===== src/rtl/busrel_pkg.sv =====
package busrel_pkg;

    typedef enum logic [2:0] {
        ST_OWN   = 3'd0,
        ST_WAIT  = 3'd1,
        ST_FLOAT = 3'd2,
        ST_REL   = 3'd3,
        ST_RET   = 3'd4
    } brl_state_e;

    typedef struct packed {
        brl_state_e state;
        logic       phase;
        logic       en;
    } brl_regs_t;

endpackage


===== src/rtl/busrel_sync.sv =====
module busrel_sync #(
    parameter int   STAGES  = 2,
    parameter logic RST_VAL = 1'b1
) (
    input  logic clk,
    input  logic rst_n,
    input  logic d_i,
    output logic q_o
);
    logic [STAGES-1:0] sh_d;
    logic [STAGES-1:0] sh_q;

    for (genvar g = 0; g < STAGES; g++) begin : g_stage
        if (g == 0) begin : g_first
            assign sh_d[g] = d_i;
        end else begin : g_next
            assign sh_d[g] = sh_q[g-1];
        end
    end

    always_ff @(posedge clk or negedge rst_n) begin
        if (!rst_n) begin
            sh_q <= {STAGES{RST_VAL}};
        end else begin
            sh_q <= sh_d;
        end
    end

    assign q_o = sh_q[STAGES-1];
endmodule


===== src/rtl/busrel_fsm.sv =====
module busrel_fsm
    import busrel_pkg::*;
(
    input  logic clk,
    input  logic rst_n,
    input  logic cfg_we_i,
    input  logic cfg_en_i,
    input  logic req_n_i,
    input  logic cyc_done_i,
    output logic ack_n_o,
    output logic bus_own_o,
    output logic stall_o,
    output logic phase_o,
    output logic func_o
);
    brl_regs_t r_d;
    brl_regs_t r_q;

    always_comb begin
        r_d       = r_q;
        r_d.phase = 1'b0;
        if (cfg_we_i) begin
            r_d.en = cfg_en_i;
        end
        unique case (r_q.state)
            ST_OWN: begin
                if (r_q.en && !req_n_i) begin
                    r_d.state = cyc_done_i ? ST_FLOAT : ST_WAIT;
                end
            end
            ST_WAIT: begin
                if (req_n_i) begin
                    r_d.state = ST_OWN;
                end else if (cyc_done_i) begin
                    r_d.state = ST_FLOAT;
                end
            end
            ST_FLOAT: begin
                r_d.state = req_n_i ? ST_OWN : ST_REL;
            end
            ST_REL: begin
                if (req_n_i) begin
                    r_d.state = ST_RET;
                end else begin
                    r_d.phase = ~r_q.phase;
                end
            end
            ST_RET: begin
                r_d.state = ST_OWN;
            end
            default: begin
                r_d.state = ST_OWN;
            end
        endcase
    end

    always_ff @(posedge clk or negedge rst_n) begin
        if (!rst_n) begin
            r_q <= '{state: ST_OWN, phase: 1'b0, en: 1'b0};
        end else begin
            r_q <= r_d;
        end
    end

    assign ack_n_o   = (r_q.state != ST_REL);
    assign bus_own_o = (r_q.state == ST_OWN) || (r_q.state == ST_WAIT);
    assign stall_o   = (r_q.state == ST_FLOAT) || (r_q.state == ST_REL) ||
                       (r_q.state == ST_RET);
    assign phase_o   = r_q.phase;
    assign func_o    = r_q.en || (r_q.state != ST_OWN);
endmodule


===== src/rtl/busrel_pinmux.sv =====
module busrel_pinmux #(
    parameter int ADDR_W = 20,
    parameter int DATA_W = 8,
    parameter int CE_W   = 4,
    parameter logic [CE_W-1:0] CE_IDLE = '1
) (
    input  logic              bus_own_i,
    input  logic              func_i,
    input  logic              ack_n_i,
    input  logic              port_out_i,
    input  logic [ADDR_W-1:0] cpu_addr_i,
    input  logic [DATA_W-1:0] cpu_wdata_i,
    input  logic              cpu_dout_en_i,
    input  logic              cpu_rd_n_i,
    input  logic              cpu_wr_n_i,
    input  logic [CE_W-1:0]   cpu_ce_n_i,
    input  logic              imem_sel_i,
    output logic              pin_ack_o,
    output logic              imem_sel_o,
    output logic [ADDR_W-1:0] bus_addr_o,
    output logic [DATA_W-1:0] bus_data_o,
    output logic              bus_rd_n_o,
    output logic              bus_wr_n_o,
    output logic [CE_W-1:0]   bus_ce_n_o,
    output logic              bus_oe_o,
    output logic              bus_data_oe_o
);
    always_comb begin
        pin_ack_o     = func_i ? ack_n_i : port_out_i;
        bus_oe_o      = bus_own_i;
        bus_data_oe_o = bus_own_i && cpu_dout_en_i;
        imem_sel_o    = bus_own_i && imem_sel_i;
        if (bus_own_i) begin
            bus_addr_o = cpu_addr_i;
            bus_data_o = cpu_wdata_i;
            bus_rd_n_o = cpu_rd_n_i;
            bus_wr_n_o = cpu_wr_n_i;
            bus_ce_n_o = cpu_ce_n_i;
        end else begin
            bus_addr_o = '0;
            bus_data_o = '0;
            bus_rd_n_o = 1'b1;
            bus_wr_n_o = 1'b1;
            bus_ce_n_o = CE_IDLE;
        end
    end
endmodule


===== src/rtl/busrel_ctrl.sv =====
module busrel_ctrl #(
    parameter int ADDR_W      = 20,
    parameter int DATA_W      = 8,
    parameter int CE_W        = 4,
    parameter int SYNC_STAGES = 2
) (
    input  logic              clk,
    input  logic              rst_n,
    input  logic              cfg_we_i,
    input  logic              cfg_en_i,
    input  logic              pin_req_i,
    output logic              pin_ack_o,
    output logic              port_in_o,
    input  logic              port_out_i,
    input  logic              cpu_cyc_done_i,
    output logic              cpu_stall_o,
    input  logic [ADDR_W-1:0] cpu_addr_i,
    input  logic [DATA_W-1:0] cpu_wdata_i,
    input  logic              cpu_dout_en_i,
    input  logic              cpu_rd_n_i,
    input  logic              cpu_wr_n_i,
    input  logic [CE_W-1:0]   cpu_ce_n_i,
    input  logic              imem_sel_i,
    output logic              imem_sel_o,
    output logic [ADDR_W-1:0] bus_addr_o,
    output logic [DATA_W-1:0] bus_data_o,
    output logic              bus_rd_n_o,
    output logic              bus_wr_n_o,
    output logic [CE_W-1:0]   bus_ce_n_o,
    output logic              bus_oe_o,
    output logic              bus_data_oe_o,
    output logic              rel_phase_o
);
    localparam logic [CE_W-1:0] CE_IDLE = {CE_W{1'b1}};
    localparam int SYNC_N = (SYNC_STAGES < 2) ? 2 : SYNC_STAGES;

    logic req_sync_n;
    logic ack_n;
    logic bus_own;
    logic func;

    busrel_sync #(
        .STAGES (SYNC_N),
        .RST_VAL(1'b1)
    ) u_sync (
        .clk  (clk),
        .rst_n(rst_n),
        .d_i  (pin_req_i),
        .q_o  (req_sync_n)
    );

    busrel_fsm u_fsm (
        .clk       (clk),
        .rst_n     (rst_n),
        .cfg_we_i  (cfg_we_i),
        .cfg_en_i  (cfg_en_i),
        .req_n_i   (req_sync_n),
        .cyc_done_i(cpu_cyc_done_i),
        .ack_n_o   (ack_n),
        .bus_own_o (bus_own),
        .stall_o   (cpu_stall_o),
        .phase_o   (rel_phase_o),
        .func_o    (func)
    );

    busrel_pinmux #(
        .ADDR_W (ADDR_W),
        .DATA_W (DATA_W),
        .CE_W   (CE_W),
        .CE_IDLE(CE_IDLE)
    ) u_pinmux (
        .bus_own_i    (bus_own),
        .func_i       (func),
        .ack_n_i      (ack_n),
        .port_out_i   (port_out_i),
        .cpu_addr_i   (cpu_addr_i),
        .cpu_wdata_i  (cpu_wdata_i),
        .cpu_dout_en_i(cpu_dout_en_i),
        .cpu_rd_n_i   (cpu_rd_n_i),
        .cpu_wr_n_i   (cpu_wr_n_i),
        .cpu_ce_n_i   (cpu_ce_n_i),
        .imem_sel_i   (imem_sel_i),
        .pin_ack_o    (pin_ack_o),
        .imem_sel_o   (imem_sel_o),
        .bus_addr_o   (bus_addr_o),
        .bus_data_o   (bus_data_o),
        .bus_rd_n_o   (bus_rd_n_o),
        .bus_wr_n_o   (bus_wr_n_o),
        .bus_ce_n_o   (bus_ce_n_o),
        .bus_oe_o     (bus_oe_o),
        .bus_data_oe_o(bus_data_oe_o)
    );

    assign port_in_o = req_sync_n;
endmodule


===== config.mk =====
export PLATFORM = sky130hd
export DESIGN_NAME = busrel_ctrl
export DESIGN_NICKNAME = d
export VERILOG_FILES = /design/src/rtl/busrel_pkg.sv /design/src/rtl/busrel_sync.sv /design/src/rtl/busrel_fsm.sv /design/src/rtl/busrel_pinmux.sv /design/src/rtl/busrel_ctrl.sv
export SDC_FILE = /design/constraint.sdc
export NUM_CORES = 1
export LEC_CHECK = 0
export BUFFER_PORTS_ARGS = -buffer_cell sky130_fd_sc_hd__buf_4
export CAP_MARGIN = 20
export CORE_UTILIZATION = 27
export CTS_BUF_LIST = sky130_fd_sc_hd__clkbuf_4
export DETAILED_ROUTE_END_ITERATION = 6
export HOLD_SLACK_MARGIN = 0.1
export PLACE_DENSITY = 0.82
export SLEW_MARGIN = 10
export SYNTH_ARGS = -nofsm -noshare
export SYNTH_HDL_FRONTEND = slang
export SYNTH_HIERARCHICAL = 1
export SYNTH_SLANG_ARGS = --single-unit

===== constraint.sdc =====
create_clock -name clk -period 1.39 [get_ports clk]
set_clock_uncertainty 0.2 [all_clocks]
set_input_delay 0.139 -clock clk [delete_from_list [all_inputs] [get_ports clk]]
set_output_delay 0.139 -clock clk [all_outputs]
set_load 0.005 [all_outputs]

# Word-level counts from Yosys, hierarchy flattened
# Index checks and enable logic that the tools add are counted.
# word_totals
reg_bits	7
input_bits	43
output_inout_bits	41
elab_cells	39
# op_classes
n_eq_ne	8
mux	15
bitwise	1
n_reduce_logical	11
# ops
operator	count
20-bit two-way mux	1
3-bit two-way mux	4
3-bit case mux with 4 select lines	1
8-bit two-way mux	1
3-bit by 2-bit equality test with 1-bit output (second input constant)	2
1-bit two-way mux	5
1-bit logical OR	4
2-bit two-way mux	2
4-bit two-way mux	1
3-bit by 1-bit equality test with 1-bit output (second input constant)	1
3-bit equality test (second input constant)	1
1-bit logical AND	3
3-bit logical NOT	1
3-bit by 2-bit inequality test with 1-bit output (second input constant)	1
3-bit inequality test (second input constant)	1
3-bit AND reduction	1
3-bit nonzero test	1
2-bit by 1-bit inequality test with 1-bit output (second input constant)	1
2-bit inequality test (second input constant)	1
1-bit logical NOT	1
1-bit NOT	1

# Logic depth before layout (Yosys ltp)
# logic_depth
depth_word	4
mapped_depth	3
mapped_depth_nobuf	3

# Hierarchy
# The synthesis kept the hierarchy.
# by_module_without_submodules
module	instances	cells_each	area_per_inst_um2	seq_area_each_um2
busrel_pinmux	1	41	292.8	0.0
busrel_fsm	1	20	219.0	125.1
busrel_sync	1	2	52.6	52.6

# Worst setup path before layout
# No wires, ideal clock.
# synth_path
path_kind	reg2out
startpoint	register u_fsm/r_q[4] in the netlist's numbering
endpoint	output pin_ack_o
arrival_time_ps	1115
required_time_ps	1051
slack_ps	-64
stages_incl_launch_ff	4
path_buffers	0
cell_sequence	dfrtp_1 nor2_1 nand2_1 mux2_2
# synth_between
elab_chain_len	3
word_cells_on_any_way	4
cone_classes	eq/ne: 1; mux: 1; reduce/logical: 2
# synth_lines
item	line	source
start, declared	busrel_fsm.sv:17	brl_regs_t r_q;
start signal, assigned	busrel_fsm.sv:59	r_q <= '{state: ST_OWN, phase: 1'b0, en: 1'b0};
start signal, assigned	busrel_fsm.sv:61	r_q <= r_d;
3-bit nonzero test	busrel_fsm.sv:70	assign func_o = r_q.en || (r_q.state != ST_OWN);
1-bit logical OR	busrel_fsm.sv:70	
net func	busrel_ctrl.sv:40	logic func;
1-bit two-way mux	busrel_pinmux.sv:29	pin_ack_o = func_i ? ack_n_i : port_out_i;
end, declared	busrel_ctrl.sv:12	output logic pin_ack_o,
# The timed path passes the listed nets, and every way through them passes these cells.

# Worst setup path in the final report
# layout_path
startpoint	register u_fsm/r_q[4] in the netlist's numbering
endpoint	output bus_ce_n_o[2]
# layout_between
elab_chain_len	3
word_cells_on_any_way	4
cone_classes	eq/ne: 1; mux: 1; reduce/logical: 2
# layout_lines
item	line	source
3-bit by 1-bit equality test with 1-bit output / 3-bit logical NOT (equally long branches)	busrel_fsm.sv:66	assign bus_own_o = (r_q.state == ST_OWN) || (r_q.state == ST_WAIT);
1-bit logical OR (*)	busrel_fsm.sv:66	
4-bit two-way mux (*)	busrel_pinmux.sv:33	if (bus_own_i) begin
end, declared	busrel_ctrl.sv:29	output logic [CE_W-1:0] bus_ce_n_o,
# Every way passes the cells marked *; elsewhere a longest branch is shown, timed or not.

==> impl_summary.log <==
[metrics] Non-Filler Cell Area, Final: 1520 um^2
[metrics] routed wire length: 2510 um
[metrics] ports placed on the boundary: 84
[metrics] Iteration-0 DRC Markers: 0
[metrics] synthesized net count: 106
[metrics] required time of the worst setup path: 1.05 ns
[metrics] area of the core region: 1960 um^2
[metrics] area growth from synthesis to final layout: 169%
[metrics] pins over their slew limit: 0
[metrics] die span in x: 47.7 um
[metrics] number of storage elements in the synthesis netlist: 7
[metrics] largest cells by area after synthesis: sky130_fd_sc_hd__and2_2 (28%), sky130_fd_sc_hd__dfrtp_1 (22%), sky130_fd_sc_hd__and2_1 (10%), sky130_fd_sc_hd__dfstp_2 (9.3%), sky130_fd_sc_hd__or2b_1 (8.0%)
[metrics] outcome: complete, but fails checks
[metrics] Inserted Clock Buffers: 3
[metrics] wire length per cell: 13.2 um
[metrics] number of enable-type register cells in the synthesized netlist: 0
[metrics] routed vias/inst: 4.25
[metrics] Hold Fails Final Rpt: 0
[metrics] crit path launch type: register
[metrics] aggregate global-route resource usage: 0.209
[metrics] proportion of synthesized chip area in sequential cells: 0.315
[metrics] Leak Pwr: 0.000806 uW
[metrics] height of the die: 47.7 um
[metrics] half-perimeter wire length of the detailed placement result: 1750 um
[metrics] unrepaired setup endpoints after global routing: yes
[metrics] clock net sink count: 7
[metrics] Slew HR: 0.822
[metrics] largest net degree at the start of global routing: 11
[metrics] Post-Place Cell Area: 1290 um^2
[metrics] fraction of layout instances using a drive strength above 1: 0.810
[metrics] die outline area: 2280 um^2
[metrics] clock slew at the register clock pins of the worst setup and hold paths: 0.05 ns
[metrics] Placed Instances: 177
[metrics] average size of a mapped cell: 8.96 um^2
[metrics] arrival time at the worst endpoint: 1.37 ns
[metrics] portion of synthesized cell area occupied by the leading cell type: 0.279
[metrics] unique cell type count in the Yosys netlist: 18
[metrics] wire length of the first global-routing pass: 3130 um
[metrics] count of TritonRoute iterations in the first routing pass: 1
[metrics] DRC viols: 0
[metrics] kind of capture point of the worst setup path: primary output
[metrics] initial antenna violation count: 0
[metrics] insertion delay of the later-clocked pin in the worst-skew pair: 0.24 ns
[metrics] CTS H-Tree Depth: 1
[metrics] final critical-path share of the clock period: 1.23
[metrics] top cells by instance count after synthesis: sky130_fd_sc_hd__and2_2 (21), sky130_fd_sc_hd__and2_1 (9), sky130_fd_sc_hd__or2b_1 (6)
[metrics] commonest register cell after synthesis: sky130_fd_sc_hd__dfrtp_1
[metrics] cell count after synthesis: 63
[metrics] actual slew at the worst max-slew pin: 0.265 ns
[metrics] PnR worst setup slack: -0.316 ns
[metrics] failing checks: setup timing
[metrics] Async S/R FF share, synth: 1.00
[metrics] effective utilization at floorplan: 0.288
[metrics] maximum vdd ir drop: 0.511 mV
[metrics] Highest Clock Rate: 586 MHz
[metrics] CTS Root Buffer Type: sky130_fd_sc_hd__clkbuf_4
[metrics] most used standard cell by instance count after synthesis: sky130_fd_sc_hd__and2_2
[metrics] synth warn: 6
[metrics] final setup fails: 39
[metrics] power per standard cell area: 663 nW/um^2
[metrics] total power: 1010 uW
[metrics] number of standard cells in the final layout excluding fillers: 190
[metrics] TritonCTS clock tree: done
[metrics] largest fanout on the critical path: 9
[metrics] minimum clock period after layout: 1.71 ns
[metrics] Row Count: 16
[metrics] classification of the worst setup path: register to primary output
[metrics] final weighted congestion in routability-driven placement: 0.749
[metrics] Layout Nets: 207
[metrics] class of the worst hold path: register to register
[metrics] buffer depth of the longest clock path: 2
[metrics] number of vias after detailed routing: 808
[metrics] count of maximum capacitance violations: 0
[metrics] cell taking the most area after synthesis: sky130_fd_sc_hd__and2_2
[metrics] antenna diode count: 0
[metrics] synthesized cell area: 564 um^2
[metrics] Port-buffer cells: 83
[metrics] remaining global-route overflow: 0
[metrics] Antenna Violating Nets Remaining: 0
[metrics] vias in the first global route: 691
## power by group
group	internal [uW]	switching (uW)	total, uW	leakage [uW]
Sequential	220	14.4	234	0.0000854
Clock	128	66.6	195	0.0000184
Combinational	402	176	577	0.000702
Total	750	257	1010	0.000806
## flip-flops by register name, indices dropped and copies added, names as in the netlist
name / cells
u_fsm/phase_o: 1
u_fsm/r_q: 4
u_sync/sh_q: 2
## cell type report
cell class / instances / area, um^2
multi-input cells: 51 / 403
fillers: 137 / 443
well taps: 27 / 33.8
flip-flops and latches: 7 / 179
clock buffers: 4 / 30.0
repair buffers: 100 / 870
inverters: 1 / 3.75
## worst max-delay path: stages (launching register included)
cell and delay, ns:
sky130_fd_sc_hd__dfrtp_1 0.42, sky130_fd_sc_hd__nor2_4 0.18, sky130_fd_sc_hd__buf_12 0.14, sky130_fd_sc_hd__or2b_1 0.26, sky130_fd_sc_hd__buf_6 0.12
## final timing paths
kind	startpoint	endpoint	slack, ns	cells past startpoint
max in group asynchronous	rst_n	u_fsm/r_q[3]	0.13	3
setup / recovery	u_fsm/r_q[4]	bus_ce_n_o[2]	-0.32	4
min in group asynchronous	rst_n	u_sync/sh_q[1]	0.18	2
hold / removal	u_sync/sh_q[0]	u_sync/sh_q[1]	0.15	0
setup reg to reg	u_fsm/r_q[4]	u_fsm/r_q[3]	0.06	3
hold reg to reg	u_sync/sh_q[0]	u_sync/sh_q[1]	0.15	0
## per-stage QoR
| stage | util | setup WS (ns) | setup TNS (ns) | hold slack [ns] |
|---|---|---|---|---|
| 2_1_floorplan | - | 0.0393 | 0 | -0.357 |
| 3_3_place_gp | 0.656 | -0.0584 | -0.393 | -0.249 |
| 3_5_place_dp | 0.656 | -0.0799 | -0.696 | -0.247 |
| 4_1_cts | 0.768 | -0.323 | -9.52 | 0.156 |
| 5_1_grt | 0.774 | -0.413 | -11.41 | 0.156 |
| 6_report | 0.774 | -0.316 | -8.91 | 0.154 |
## kinds of logic after synthesis
logic type,after synthesis,share of synthesized area
AND/OR/NAND/NOR,47,0.563
flip-flops,7,0.315
buffers and inverters,5,0.0466
AO/OA/AOI/OAI,2,0.0355
multiplexers,2,0.0399
## layout by cell type, fill, tap and decap left out, drive strengths merged
master / count
nor2: 3
and2: 30
dlygate4sd3: 6
inv: 1
nor4: 2
or3b: 1
mux2: 2
nor3b: 1
clkbuf: 4
buf: 94
nand2: 2
nor3: 1
dfrtp: 5
o21ai: 1
dfstp: 2
a2111oi: 1
or2: 1
or2b: 6
## metal layers
layer  share of wire  up-vias  GRT usage
li1                -      398          -
met1            0.30      363      0.196
met2            0.60       43      0.422
met3           0.083        4     0.0453
met4           0.013        0     0.0944
met5               0        -          0
## what timing repair did
action,in CTS,in global routing
hold endpoints to repair,11,0
hold buffers,6,0
endpoints found under the setup margin,39,40
pin swaps,3,2
setup buffers,3,0
cloned,1,0
gates resized for setup,28,15
(Power assumes the default switching activity.)
